--- src/rtl/rtc_pkg.sv ---
package rtc_pkg;
  localparam int CNT_W = 32;

  typedef enum logic [1:0] {
    MODE_CNT32 = 2'd0,
    MODE_CNT16 = 2'd1,
    MODE_CAL   = 2'd2,
    MODE_HOLD  = 2'd3
  } rtc_mode_e;

  typedef struct packed {
    logic [5:0] year;
    logic [3:0] month;
    logic [4:0] day;
    logic [4:0] hour;
    logic [5:0] min;
    logic [5:0] sec;
  } cal_t;

  localparam cal_t CAL_RESET = '{year: 6'd0, month: 4'd1, day: 5'd1,
                                 hour: 5'd0, min: 6'd0, sec: 6'd0};

  function automatic logic [4:0] rtc_days_in_month(logic [3:0] month, logic [5:0] year);
    case (month)
      4'd2:                    return (year[1:0] == 2'b00) ? 5'd29 : 5'd28;
      4'd4, 4'd6, 4'd9, 4'd11: return 5'd30;
      default:                 return 5'd31;
    endcase
  endfunction

  function automatic logic rtc_cal_valid(cal_t c);
    return (c.sec < 6'd60) && (c.min < 6'd60) && (c.hour < 5'd24) &&
           (c.month >= 4'd1) && (c.month <= 4'd12) && (c.day >= 5'd1) &&
           (c.day <= rtc_days_in_month(c.month, c.year));
  endfunction
endpackage

--- src/rtl/rtc_prescaler.sv ---
module rtc_prescaler #(
  parameter int PRE_W = 10,
  parameter int SEL_W = $clog2(PRE_W + 1)
) (
  input  logic             clk_i,
  input  logic             rst_ni,
  input  logic             en_i,
  input  logic [SEL_W-1:0] sel_i,
  output logic             tick_o
);
  logic [PRE_W-1:0] div_q;
  logic [PRE_W-1:0] mask;
  logic [PRE_W:0]   one_sh;
  logic [SEL_W-1:0] sel_c;

  always_comb begin
    sel_c  = (sel_i > SEL_W'(PRE_W)) ? SEL_W'(PRE_W) : sel_i;
    one_sh = (PRE_W+1)'(1) << sel_c;
    mask   = PRE_W'(one_sh - (PRE_W+1)'(1));
    tick_o = en_i && ((div_q & mask) == mask);
  end

  always_ff @(posedge clk_i or negedge rst_ni) begin
    if (!rst_ni)     div_q <= '0;
    else if (!en_i)  div_q <= '0;
    else             div_q <= div_q + PRE_W'(1);
  end

  // a divided tick is never followed by another one on the next clock
  AST_TICK_SPACED: assert property (@(posedge clk_i) disable iff (!rst_ni)
    (tick_o && sel_c != '0 && $stable(sel_i)) |=> !tick_o);
endmodule

--- src/rtl/rtc_calendar.sv ---
module rtc_calendar
  import rtc_pkg::*;
(
  input  logic [CNT_W-1:0] cur_i,
  output logic [CNT_W-1:0] nxt_o
);
  cal_t c, n;
  logic [4:0] dim;

  always_comb begin
    c   = cal_t'(cur_i);
    dim = rtc_days_in_month(c.month, c.year);
    n   = c;
    if (c.sec >= 6'd59) begin
      n.sec = '0;
      if (c.min >= 6'd59) begin
        n.min = '0;
        if (c.hour >= 5'd23) begin
          n.hour = '0;
          if (c.day >= dim) begin
            n.day = 5'd1;
            if (c.month >= 4'd12) begin
              n.month = 4'd1;
              n.year  = c.year + 6'd1;
            end else begin
              n.month = c.month + 4'd1;
            end
          end else begin
            n.day = c.day + 5'd1;
          end
        end else begin
          n.hour = c.hour + 5'd1;
        end
      end else begin
        n.min = c.min + 6'd1;
      end
    end else begin
      n.sec = c.sec + 6'd1;
    end
    nxt_o = CNT_W'(n);
  end
endmodule

--- src/rtl/rtc_multimode.sv ---
module rtc_multimode
  import rtc_pkg::*;
#(
  parameter  int PRE_W = 10,
  localparam int SEL_W = $clog2(PRE_W + 1)
) (
  input  logic             clk_i,
  input  logic             rst_ni,
  input  logic             en_i,
  input  logic [1:0]       mode_i,
  input  logic [SEL_W-1:0] presc_i,
  input  logic [31:0]      cmp_val_i,
  input  logic             clr_on_match_i,
  input  logic [15:0]      period_i,
  input  logic [31:0]      alarm_i,
  input  logic [5:0]       alarm_en_i,
  input  logic             load_i,
  input  logic [31:0]      load_val_i,
  output logic [31:0]      count_o,
  output logic             cmp_evt_o,
  output logic             ovf_evt_o,
  output logic             alarm_evt_o
);
  rtc_mode_e        mode_q;
  logic [CNT_W-1:0] cnt_q, cnt_d, cal_nxt, ld_val, pend_val_q, fmask;
  logic             pend_q, tick, mode_chg, do_load;
  logic             cmp_q, ovf_q, alm_q, cmp_d, ovf_d, alm_d;

  rtc_prescaler #(.PRE_W(PRE_W)) presc_i0 (
    .clk_i (clk_i),
    .rst_ni(rst_ni),
    .en_i  (en_i),
    .sel_i (presc_i),
    .tick_o(tick)
  );

  rtc_calendar cal_i0 (
    .cur_i(cnt_q),
    .nxt_o(cal_nxt)
  );

  assign mode_chg = (mode_i != mode_q);
  assign do_load  = tick && (load_i || pend_q);
  assign ld_val   = load_i ? load_val_i : pend_val_q;
  assign fmask    = {{6{alarm_en_i[5]}}, {4{alarm_en_i[4]}}, {5{alarm_en_i[3]}},
                     {5{alarm_en_i[2]}}, {6{alarm_en_i[1]}}, {6{alarm_en_i[0]}}};

  always_comb begin
    cnt_d = cnt_q;
    cmp_d = 1'b0;
    ovf_d = 1'b0;
    alm_d = 1'b0;
    if (tick) begin
      case (mode_q)
        MODE_CNT32: begin
          if (do_load) cnt_d = ld_val;
          else if (cnt_q == cmp_val_i) begin
            cmp_d = 1'b1;
            cnt_d = clr_on_match_i ? '0 : cnt_q + 32'd1;
          end else cnt_d = cnt_q + 32'd1;
        end
        MODE_CNT16: begin
          if (do_load) cnt_d = {16'h0, ld_val[15:0]};
          else if (cnt_q[15:0] == period_i || cnt_q[15:0] == 16'hFFFF) begin
            cnt_d = '0;
            ovf_d = 1'b1;
          end else cnt_d = {16'h0, cnt_q[15:0] + 16'd1};
        end
        MODE_CAL: begin
          if (do_load) cnt_d = ld_val;
          else begin
            cnt_d = cal_nxt;
            alm_d = ((cal_nxt ^ alarm_i) & fmask) == '0;
          end
        end
        default: cnt_d = cnt_q;
      endcase
    end
  end

  always_ff @(posedge clk_i or negedge rst_ni) begin
    if (!rst_ni) begin
      mode_q     <= MODE_CNT32;
      cnt_q      <= '0;
      pend_q     <= 1'b0;
      pend_val_q <= '0;
      cmp_q      <= 1'b0;
      ovf_q      <= 1'b0;
      alm_q      <= 1'b0;
    end else if (mode_chg) begin
      mode_q <= rtc_mode_e'(mode_i);
      cnt_q  <= (rtc_mode_e'(mode_i) == MODE_CAL) ? CNT_W'(CAL_RESET) : '0;
      pend_q <= 1'b0;
      cmp_q  <= 1'b0;
      ovf_q  <= 1'b0;
      alm_q  <= 1'b0;
    end else begin
      cnt_q <= cnt_d;
      cmp_q <= cmp_d;
      ovf_q <= ovf_d;
      alm_q <= alm_d;
      if (do_load) pend_q <= 1'b0;
      else if (load_i) begin
        pend_q     <= 1'b1;
        pend_val_q <= load_val_i;
      end
    end
  end

  assign count_o     = cnt_q;
  assign cmp_evt_o   = cmp_q;
  assign ovf_evt_o   = ovf_q;
  assign alarm_evt_o = alm_q;

  AST_EVT_EXCLUSIVE: assert property (@(posedge clk_i) disable iff (!rst_ni)
    $onehot0({cmp_q, ovf_q, alm_q}));
  AST_EVT_AFTER_TICK: assert property (@(posedge clk_i) disable iff (!rst_ni)
    (cmp_q || ovf_q || alm_q) |-> $past(tick));
  AST_HOLD_NO_TICK: assert property (@(posedge clk_i) disable iff (!rst_ni)
    (!tick && !mode_chg) |=> $stable(cnt_q));
  AST_CNT16_UPPER: assert property (@(posedge clk_i) disable iff (!rst_ni)
    (mode_q == MODE_CNT16) |-> (cnt_q[31:16] == 16'h0));
  AST_CAL_LEGAL: assert property (@(posedge clk_i) disable iff (!rst_ni)
    (mode_q == MODE_CAL && tick && !do_load && !mode_chg && rtc_cal_valid(cal_t'(cnt_q)))
    |=> rtc_cal_valid(cal_t'(cnt_q)));
  AST_MODE_CLEAR: assert property (@(posedge clk_i) disable iff (!rst_ni)
    mode_chg |=> (!cmp_q && !ovf_q && !alm_q));
  AST_MODE_ZERO: assert property (@(posedge clk_i) disable iff (!rst_ni)
    (mode_chg && mode_i != 2'd2) |=> (cnt_q == '0));
endmodule

--- config.mk ---
export PLATFORM = sky130hd
export DESIGN_NAME = rtc_multimode
export DESIGN_NICKNAME = d
export VERILOG_FILES = /design/src/rtl/rtc_pkg.sv /design/src/rtl/rtc_prescaler.sv /design/src/rtl/rtc_calendar.sv /design/src/rtl/rtc_multimode.sv
export SDC_FILE = /design/constraint.sdc
export NUM_CORES = 1
export LEC_CHECK = 0
export ABC_AREA = 0
export CAP_MARGIN = 20
export CORE_UTILIZATION = 52
export DETAILED_ROUTE_END_ITERATION = 6
export PLACE_DENSITY = 0.89
export SLEW_MARGIN = 30
export SYNTH_ARGS = -nofsm -noshare
export SYNTH_HDL_FRONTEND = slang
export SYNTH_SLANG_ARGS = --single-unit
--- constraint.sdc ---
create_clock -name clk_i -period 3.8 [get_ports clk_i]
set_clock_uncertainty 0.1 [all_clocks]
set_input_delay 0.95 -clock clk_i [delete_from_list [all_inputs] [get_ports clk_i]]
set_output_delay 0.95 -clock clk_i [all_outputs]
set_load 0.03 [all_outputs]
# Word-level counts from Yosys, hierarchy flattened
# Cells that the tools add are included.
word_totals:
  latch_bits: 0
  reg_bits: 80
  word_cells: 98
  inputBits: 129
  out_inout_bits: 35
  romBits: 0
  mem_count: 0
  ramBits: 0
op_classes:
  n_eq_ne: 13
  bitwise: 5
  mux: 42
  multipliers: 0
  shift: 1
  n_reduce_logical: 13
  n_lt_le_gt_ge: 6
  addsub: 10
  n_div: 0
op_table:
  columns: ["operator", "count"]
  rows:
  - ["$mux W32", 7]
  - ["$pmux W32 S3", 1]
  - ["$add A32 B1 Y32 const B", 1]
  - ["$and A32 B32 Y32", 1]
  - ["$eq A32 B32 Y1", 1]
  - ["$logic_not A32 Y1", 1]
  - ["$mux W16", 2]
  - ["$xor A32 B32 Y32", 1]
  - ["$mux W26", 1]
  - ["$mux W23", 1]
  - ["$mux W10", 2]
  - ["$mux W20", 1]
  - ["$add A6 B1 Y6 const B", 3]
  - ["$mux W1", 18]
  - ["$mux W6", 3]
  - ["$add A16 B1 Y16 const B", 1]
  - ["$eq A16 B16 Y1", 1]
  - ["$eq A16 B16 Y1 const B", 1]
  - ["$mux W15", 1]
  - ["$ge A6 B6 Y1 const B", 2]
  - ["$add A10 B1 Y10 const B", 1]
  - ["$add A5 B1 Y5 const B", 2]
  - ["$and A10 B10 Y10", 1]
  - ["$eq A10 B10 Y1", 1]
  - ["other kinds (25)", 35]

# Depth between registers and ports, before layout
# Gate-level depths: netlist of the first run.
depth:
  depth_word: 15
  ltp_mapped: 15
  depth_no_buf: 14

# By module
# Synthesis of the first run repeated with hierarchy kept, for this count alone.
unflattened:
  hier_cells: 876
  area_unflattened_um2: 7467.2
by_module_without_submodules:
  columns: ["module", "cells_each", "n_inst", "area_each_um2", "seq_area_each_um2"]
  rows:
  - ["rtc_multimode", 669, 1, 5899.4, 1751.7]
  - ["rtc_calendar", 131, 1, 864.6, 0.0]
  - ["rtc_prescaler", 76, 1, 703.2, 250.2]

# Worst setup path before layout of the first run
# No wires, ideal clock.
synth_path:
  path_type: "reg2reg"
  startpoint: "register cnt_q[23] (netlist: count_o[23])"
  endpoint: "register alm_q (netlist: alarm_evt_o)"
  required_time_ns: 3.589
  setup_time_ns: 0.111
  t_arrival_ns: 3.457
  n_path_buf: 1
  synth_period_minus_slack_ns: 3.668
  path_stages_with_launch: 15
  setup_slack_ns: 0.132
  path_cell_list: "dfrtp_1 -> clkbuf_1 -> inv_1 -> ha_1 -> o21ai_0 -> o21ai_0 -> o21ai_0 -> ha_1 -> nand2b_1 -> a21oi_1 -> o21ai_0 -> o21ai_0 -> o22ai_1 -> or4b_1 -> a2111oi_2"
synth_between:
  elab_chain_len: 15
  word_cells_on_any_way: 24
  classes_between: "add/sub (1); order compare (2); eq/ne (5); mux (12); bitwise (2); reduce/logical (2)"
synth_rtl:
  columns: ["element", "line", "source"]
  rows:
  - ["start, declared", "rtc_multimode.sv:25", "logic [CNT_W-1:0] cnt_q, cnt_d, cal_nxt, ld_val, pend_val_q, fmask;"]
  - ["start signal, assigned", "rtc_multimode.sv:92", "cnt_q <= (rtc_mode_e'(mode_i) == MODE_CAL) ? CNT_W'(CAL_RESET) : '0;"]
  - ["start signal, assigned", "rtc_multimode.sv:98", "cnt_q <= cnt_d;"]
  - ["$eq A4 B3 Y1 or $eq A4 B4 Y1 (tied branches)", "rtc_pkg.sv:24", "case (month)"]
  - ["$reduce_or A4 Y1", "rtc_pkg.sv:24", null]
  - ["$pmux W5 S2", "rtc_pkg.sv:24", null]
  - ["$ge A5 B5 Y1", "rtc_calendar.sv:20", "if (c.day >= dim) begin"]
  - ["$mux W5 or $mux W10 (tied branches)", "rtc_calendar.sv:20", null]
  - ["$mux W15", "rtc_calendar.sv:18", "if (c.hour >= 5'd23) begin"]
  - ["$mux W20", "rtc_calendar.sv:16", "if (c.min >= 6'd59) begin"]
  - ["$mux W26 (*)", "rtc_calendar.sv:14", "if (c.sec >= 6'd59) begin"]
  - ["$xor A32 B32 Y32 (*)", "rtc_multimode.sv:73", "alm_d = ((cal_nxt ^ alarm_i) & fmask) == '0;"]
  - ["$and A32 B32 Y32 (*)", "rtc_multimode.sv:73", null]
  - ["$logic_not A32 Y1 (*)", "rtc_multimode.sv:73", null]
  - ["$mux W1 (*)", "rtc_multimode.sv:70", "if (do_load) cnt_d = ld_val;"]
  - ["$mux W1 (*)", "rtc_multimode.sv:54", "case (mode_q)"]
  - ["$mux W1 (*)", "rtc_multimode.sv:53", "if (tick) begin"]
  - ["$mux W1 (*)", "rtc_multimode.sv:90", "end else if (mode_chg) begin"]
  - ["end signal, assigned", "rtc_multimode.sv:101", "alm_q <= alm_d;"]
  - ["end, declared", "rtc_multimode.sv:27", "logic cmp_q, ovf_q, alm_q, cmp_d, ovf_d, alm_d;"]
# Every way passes the cells marked *; elsewhere a longest branch is shown, timed or not.
# A chain may end at the register's enable or synchronous reset.

# Worst setup path after layout of the first run
layout_path:
  startpoint: "register cnt_q[3] (netlist: count_o[3])"
  endpoint: "register alm_q (netlist: alarm_evt_o)"
layout_between:
  elab_chain_len: 9
  word_cells_on_any_way: 11
  classes_between: "add/sub (1); order compare (1); mux (6); bitwise (2); reduce/logical (1)"
layout_rtl:
  columns: ["element", "line"]
  rows:
  - ["$add A6 B1 Y6 or $ge A6 B6 Y1 (tied branches)", "rtc_calendar.sv:38, rtc_calendar.sv:14"]
  - ["$mux W6 or $mux W26 (tied branches)", "rtc_calendar.sv:14"]
  - ["$xor A32 B32 Y32 (*)", "rtc_multimode.sv:73"]
  - ["$and A32 B32 Y32 (*)", "rtc_multimode.sv:73"]
  - ["$logic_not A32 Y1 (*)", "rtc_multimode.sv:73"]
  - ["$mux W1 (*)", "rtc_multimode.sv:70"]
  - ["$mux W1 (*)", "rtc_multimode.sv:54"]
  - ["$mux W1 (*)", "rtc_multimode.sv:53"]
  - ["$mux W1 (*)", "rtc_multimode.sv:90"]
# Marks and branches as above.

==> results.json, run 1 <==
{
  "wl_per_cell_um": 20.7,
  "synth.area.top_cells": "dfrtp_1 (28%), xor2_1 (7.6%), xnor2_1 (6.4%), mux2_2 (5.9%), a21oi_1 (3.4%)",
  "nets": 1177,
  "finalHoldViolCount": 0,
  "stdcell_count": 1212,
  "yosys-mux-area-fraction": 0.0898,
  "yosysSeqAreaShare": 0.277,
  "final_area_mm2": 0.00981,
  "peakVddDrop_uv": 304,
  "vias_per_cell": 6.50,
  "tightestPinTransition_ps": 814,
  "r2r_end": "alarm_evt_o",
  "grt_pass1_vias": 7557,
  "synth-compound-area-share": 0.217,
  "crit_path_end_kind": "register",
  "ant_nets": 0,
  "syn_inst": 854,
  "synth_area_mm2": 0.00722,
  "slew_violations": 0,
  "min_period_ps": 3620,
  "startpoint": "count_o[3]",
  "hold_path_class": "reg -> reg",
  "power_frac_comb": 0.249,
  "dpl.hpwl_um": 18100,
  "drtIter0Drc": 1292,
  "floorplan.rows": 42,
  "p_int_mw": 1.96,
  "crit_end": "alarm_evt_o",
  "vias": 7880,
  "yosys.area_share.simple": 0.190,
  "synthArstFlopShare": 1.00,
  "fin_tns_setup_ps": 0,
  "clk_pin_slew_worst_paths_ps": 60,
  "die_w_um": 120,
  "critical_path_arrival_ps": 3750,
  "cts_tree": "yes",
  "crit_type": "reg -> reg",
  "synth_cell_types": 75,
  "required_ps": 3930,
  "fmax_mhz": 276,
  "regToRegSetupSlack_ps": 180,
  "dpl_cell_area_mm2": 0.00935,
  "initial_core_util": 0.539,
  "dieArea_mm2": 0.0144,
  "rr_worst_depth": 8,
  "cap_violations": 0,
  "p_per_area_mw_per_mm2": 276,
  "holdWs_ps": 380,
  "timing.final.ws_setup_ps": 178,
  "gp_congestion": 0.954,
  "yosysMostFrequentCell": "dfrtp_1",
  "slew_headroom": 0.455,
  "hold_buffers": 0,
  "fin_util": 0.732,
  "synth_top_cells_by_count": "dfrtp_1 (80), xor2_1 (63), nand2_1 (62)",
  "synth_area_per_cell_um2": 8.46,
  "total_power_mw": 2.71,
  "coreArea_mm2": 0.0134,
  "power.share.clock": 0.370,
  "ios": 164,
  "ys.warnings.count": 0,
  "routed_wl_um": 25100,
  "leakage_nw": 4.19,
  "firstDrtPassIters": 6,
  "outcome": "completed",
  "cts.htree.levels": 3,
  "grt_pass1_wl_um": 39000,
  "numCtsBuffers": 9,
  "antenna_found_initial": 0,
  "rr_startpoint": "count_o[3]",
  "switching_power_mw": 0.745,
  "synth_top_area_cell": "dfrtp_1",
  "synth_nets": 1000,
  "cts_root_buf": "clkbuf_16",
  "cp-start-kind": "register",
  "clock-sinks": 80,
  "drive_above_1_share": 0.152,
  "grt_use_total": 0.346,
  "drcViolationCount": 0,
  "ys_ff_latch": 80,
  "pwr-share-seq": 0.381,
  "synth_edf_count": 0,
  "gr-total-overflow": 0,
  "grt_max_degree": 81,
  "synthDominantCellAreaShare": 0.277,
  "synthXorXnorAreaFrac": 0.141,
  "synthAdderAreaFrac": 0.0295,
  "antenna_cells": 0,
  "io_buffers": 163,
  "synth_flop_cell": "dfrtp_1",
  "post-place-ws_ps": -363,
  "clk_latency_ps": 340,
  "setup_violations": 0,
  "synth_top_family_by_area": "compound AO/OA/AOI/OAI gates",
  "clk_path_buf_depth": 2,
  "cp_max_fo": 11,
  "die_h_um": 120,
  "dp.cells": 1194,
  "min_period_over_period": 0.953,
  "rsz0062_at_grt": "no",
  "swShare": 0.275,
  "areaGrowthSynthToFinish_pct": 35.9
}
cell usage in the layout (no fill, tap or decap), types with 8 or more instances in the layout:
cell | Yosys | layout
mux2_2 | 38 | 38
xor2_1 | 63 | 63
ha_1 | 17 | 17
clkbuf_16 | 0 | 9
a31oi_1 | 8 | 8
a21oi_1 | 49 | 47
a211oi_1 | 22 | 18
and2_1 | 13 | 13
nor2b_1 | 11 | 11
a22o_1 | 16 | 16
nor3_1 | 15 | 15
nor2_1 | 46 | 45
nand4_1 | 13 | 13
dfrtp_1 | 80 | 79
o211ai_1 | 9 | 9
nor4_1 | 18 | 17
mux2i_1 | 22 | 22
buf_4 | 8 | 66
nand2_1 | 62 | 62
o21ai_0 | 47 | 47
and3_1 | 11 | 11
nand3_1 | 35 | 35
inv_1 | 24 | 24
clkdlybuf4s50_1 | 0 | 157
xnor2_1 | 53 | 53
final cells by class:
class	instances	area [um^2]
clock inverters	7	120
flip-flops and latches	80	2000
fillers	955	3590
inverters	24	90.1
well taps	176	220
repair buffers	234	2230
multi-input cells	682	4920
clock buffers	9	225
power by group through the flow:
| stage | Sequential (mW) | Combinational, mW | Clock, mW |
|---|---|---|---|
| floorplan | 1.03 | 0.334 | 0 |
| global placement | 1.03 | 0.625 | 0 |
| detailed placement | 1.04 | 0.645 | 0 |
| CTS | 1.03 | 0.653 | 1.01 |
| global route | 1.04 | 0.724 | 1.05 |
| finish | 1.03 | 0.676 | 1.00 |
sequential cells by signal, indices dropped and copies added (netlist names):
register / count
count_o: 32
pend_val_q: 32
presc_i0.div_q: 10
mode_q: 2
alarm_evt_o: 1
cmp_evt_o: 1
ovf_evt_o: 1
pend_q: 1
per-layer routing:
layer  vias up  routed length [um]  global-route usage
li1       3483                   -                   -
met1      3664                9700               0.454
met2       622               11500               0.557
met3       111                3020              0.0756
met4         0                 867               0.131
met5         -                   0                   0
critical path, stage by stage (launching register included):
cell and delay, ps:
dfrtp_1 730, o2111ai_2 320, or4_1 550, a21oi_1 360
xor2_1 190, nand2_1 70, o41ai_1 660, nand3b_1 270
a2111oi_2 260
worst min path at each step:
| stage | startpoint | end | slack [ps] | cells after the start |
|---|---|---|---|---|
| 6_report | presc_i0.div_q[0] | presc_i0.div_q[0] | 380 | 1 |
| 3_5_place_dp | presc_i0.div_q[0] | presc_i0.div_q[0] | 380 | 1 |
| 4_1_cts | presc_i0.div_q[0] | presc_i0.div_q[0] | 390 | 1 |
| 5_1_grt | pend_val_q[0] | pend_val_q[0] | 410 | 1 |
| 3_3_place_gp | presc_i0.div_q[0] | presc_i0.div_q[0] | 370 | 1 |
| 2_1_floorplan | presc_i0.div_q[0] | presc_i0.div_q[0] | 340 | 1 |
what timing repair did:
action	CTS	global route
cloned	0	0
gates resized for setup	4	19
setup endpoints to repair	4	53
buffers inserted	0	2
pin swaps	0	8
kinds of logic (layout without fill, tap and decap cells):
family | Yosys count | after routing
adders and majority gates | 17 | 17
buffers and inverters | 92 | 274
and+or+nand+nor | 262 | 262
muxes | 60 | 60
AOI/OAI and AO/OA | 227 | 227
xor gates and xnor gates | 116 | 116
DFF | 80 | 80
No activity file was read; power rests on OpenSTA's default activity.
==> run 2, diff against run 1 <==
--- a/config.mk
+++ b/config.mk
@@ -7,9 +7,12 @@
 export LEC_CHECK = 0
 export ABC_AREA = 0
 export CAP_MARGIN = 20
-export CORE_UTILIZATION = 52
+export CELL_PAD_IN_SITES_DETAIL_PLACEMENT = 0
+export CELL_PAD_IN_SITES_GLOBAL_PLACEMENT = 2
+export CORE_UTILIZATION = 31
+export CTS_BUF_LIST = sky130_fd_sc_hd__clkbuf_4
 export DETAILED_ROUTE_END_ITERATION = 6
-export PLACE_DENSITY = 0.89
+export PLACE_DENSITY = 0.9
 export SLEW_MARGIN = 30
 export SYNTH_ARGS = -nofsm -noshare
 export SYNTH_HDL_FRONTEND = slang
==> run 2 against run 1 <==
Sequential share of layout area up 0.17 points. Critical endpoint is now count_o[22]. Critical path depth up 4. Total power down 18%. Combinational power down 1%. Global-route usage down 13 points. Cell count up 10%. Clock power down 46%. First-iteration DRC count down 53%. Hold slack worse by 45 ps. Die area up 66%.
==> results.json, run 2 (synthesis gave the netlist of run 1 again) <==
{
  "outcome": "completed",
  "grt_use_total": 0.221,
  "clk_latency_ps": 480,
  "drtIter0Drc": 611,
  "fin_util": 0.428,
  "crit_type": "in -> reg",
  "antenna_found_initial": 1,
  "tightestPinTransition_ps": 815,
  "clk_pin_slew_worst_paths_ps": 150,
  "hold_buffers": 0,
  "initial_core_util": 0.318,
  "dp.cells": 1315,
  "grt_pass1_vias": 7019,
  "n_fill_cell": 2298,
  "stdcell_count": 1333,
  "dieArea_mm2": 0.0239,
  "grt_pass1_wl_um": 40500,
  "drive_above_1_share": 0.153,
  "register_area_mm2": 0.00200,
  "final_area_mm2": 0.00973,
  "gr-total-overflow": 0,
  "firstDrtPassIters": 4,
  "min_period_ps": 3620,
  "layout_commonest_cell": "clkdlybuf4s50_1",
  "die_h_um": 155,
  "fmax_mhz": 276,
  "numCtsBuffers": 9,
  "slew_violations": 0,
  "drcViolationCount": 0,
  "io_buffers": 163,
  "cts_root_buf": "clkbuf_4",
  "vias_per_cell": 5.43,
  "gp_congestion": 0.863,
  "routed_wl_um": 26200,
  "leakage_nw": 4.09,
  "min_period_over_period": 0.954,
  "cp-start-kind": "input port",
  "areaGrowthSynthToFinish_pct": 34.7,
  "setup_violations": 0,
  "cts_tree": "yes",
  "wl_per_cell_um": 19.6,
  "crit_path_end_kind": "register",
  "clock-sinks": 80,
  "mostFrequentLayoutCells": "clkdlybuf4s50_1 (161), buf_4 (81), dfrtp_1 (79)",
  "ant_nets": 0,
  "slew_headroom": 0.455,
  "p_per_area_mw_per_mm2": 229,
  "dpl_cell_area_mm2": 0.00955,
  "coreArea_mm2": 0.0227,
  "die_w_um": 155,
  "floorplan.rows": 55,
  "finalHoldViolCount": 0,
  "ios": 164,
  "cap_violations": 0,
  "vias": 7233,
  "multi_input_comb_area_mm2": 0.00486,
  "dpl.hpwl_um": 20300,
  "peakVddDrop_uv": 131,
  "fin_tns_setup_ps": 0,
  "required_ps": 4070,
  "nets": 1189,
  "cp_max_fo": 20,
  "critical_path_arrival_ps": 3890,
  "clk_path_buf_depth": 2,
  "hold_path_class": "in -> async",
  "cts.htree.levels": 3,
  "grt_max_degree": 37
}
[run 2: path summary, 6_finish.rpt]
check	from	end	slack [ps]	cells after the start
max in group asynchronous	rst_ni	pend_val_q[1]	2480	2
worst min-delay path	rst_ni	count_o[13]	340	1
worst max-delay path	presc_i[2]	count_o[22]	180	12
worst min register to register	presc_i0.div_q[0]	presc_i0.div_q[0]	390	1
min in group clk_i	presc_i0.div_q[0]	presc_i0.div_q[0]	390	1
worst max register to register	count_o[22]	alarm_evt_o	250	14
[run 2: repair_timing]
item | CTS | global route
resized for setup | 0 | 10
setup buffers | 0 | 2
setup endpoints to repair | 0 | 8
[run 2: worst max-delay path, stage by stage]
cell and delay, ps:
clkdlybuf4s50_1 430, nor2_2 150, nand2_1 100, ha_1 290, o21a_1 120, o221ai_1 100, a211o_1 280, or4_1 600
buf_4 250, a211oi_1 370, a2111oi_2 100, a2bb2oi_1 150
[run 2: final cells by class]
class | count | area share
antenna | 1 | 0.000257
clock buffer | 10 | 0.00772
clock inverter | 5 | 0.00605
inverter | 24 | 0.00926
multi-input combinational | 682 | 0.499
sequential | 80 | 0.206
tap | 285 | 0.0367
timing repair buffer | 246 | 0.235
[run 2: metrics by stage]
step           hold slack, ps  setup WS [ps]  power [mW]
3_5_place_dp              368           -362        1.70
3_3_place_gp              366           -253        1.68
4_1_cts                   329           46.4        2.24
5_1_grt                   360          -12.4        2.34
2_1_floorplan             345            132        1.37
6_report                  335            177        2.22
[run 2: power by group]
group | internal (mW) | leakage, nW | switching, mW
clock network | 0.204 | 0.0685 | 0.334
registers | 0.963 | 1.04 | 0.0557
logic | 0.359 | 2.99 | 0.308
[run 2: routing by layer]
metal,part of all wire,routed length [um],vias up,GRT usage
met2,0.44,11600,239,0.345
li1,-,-,3509,-
met3,0.059,1540,25,0.0322
met5,0,0,-,0
met4,0.015,405,0,0.0655
met1,0.48,12700,3460,0.313
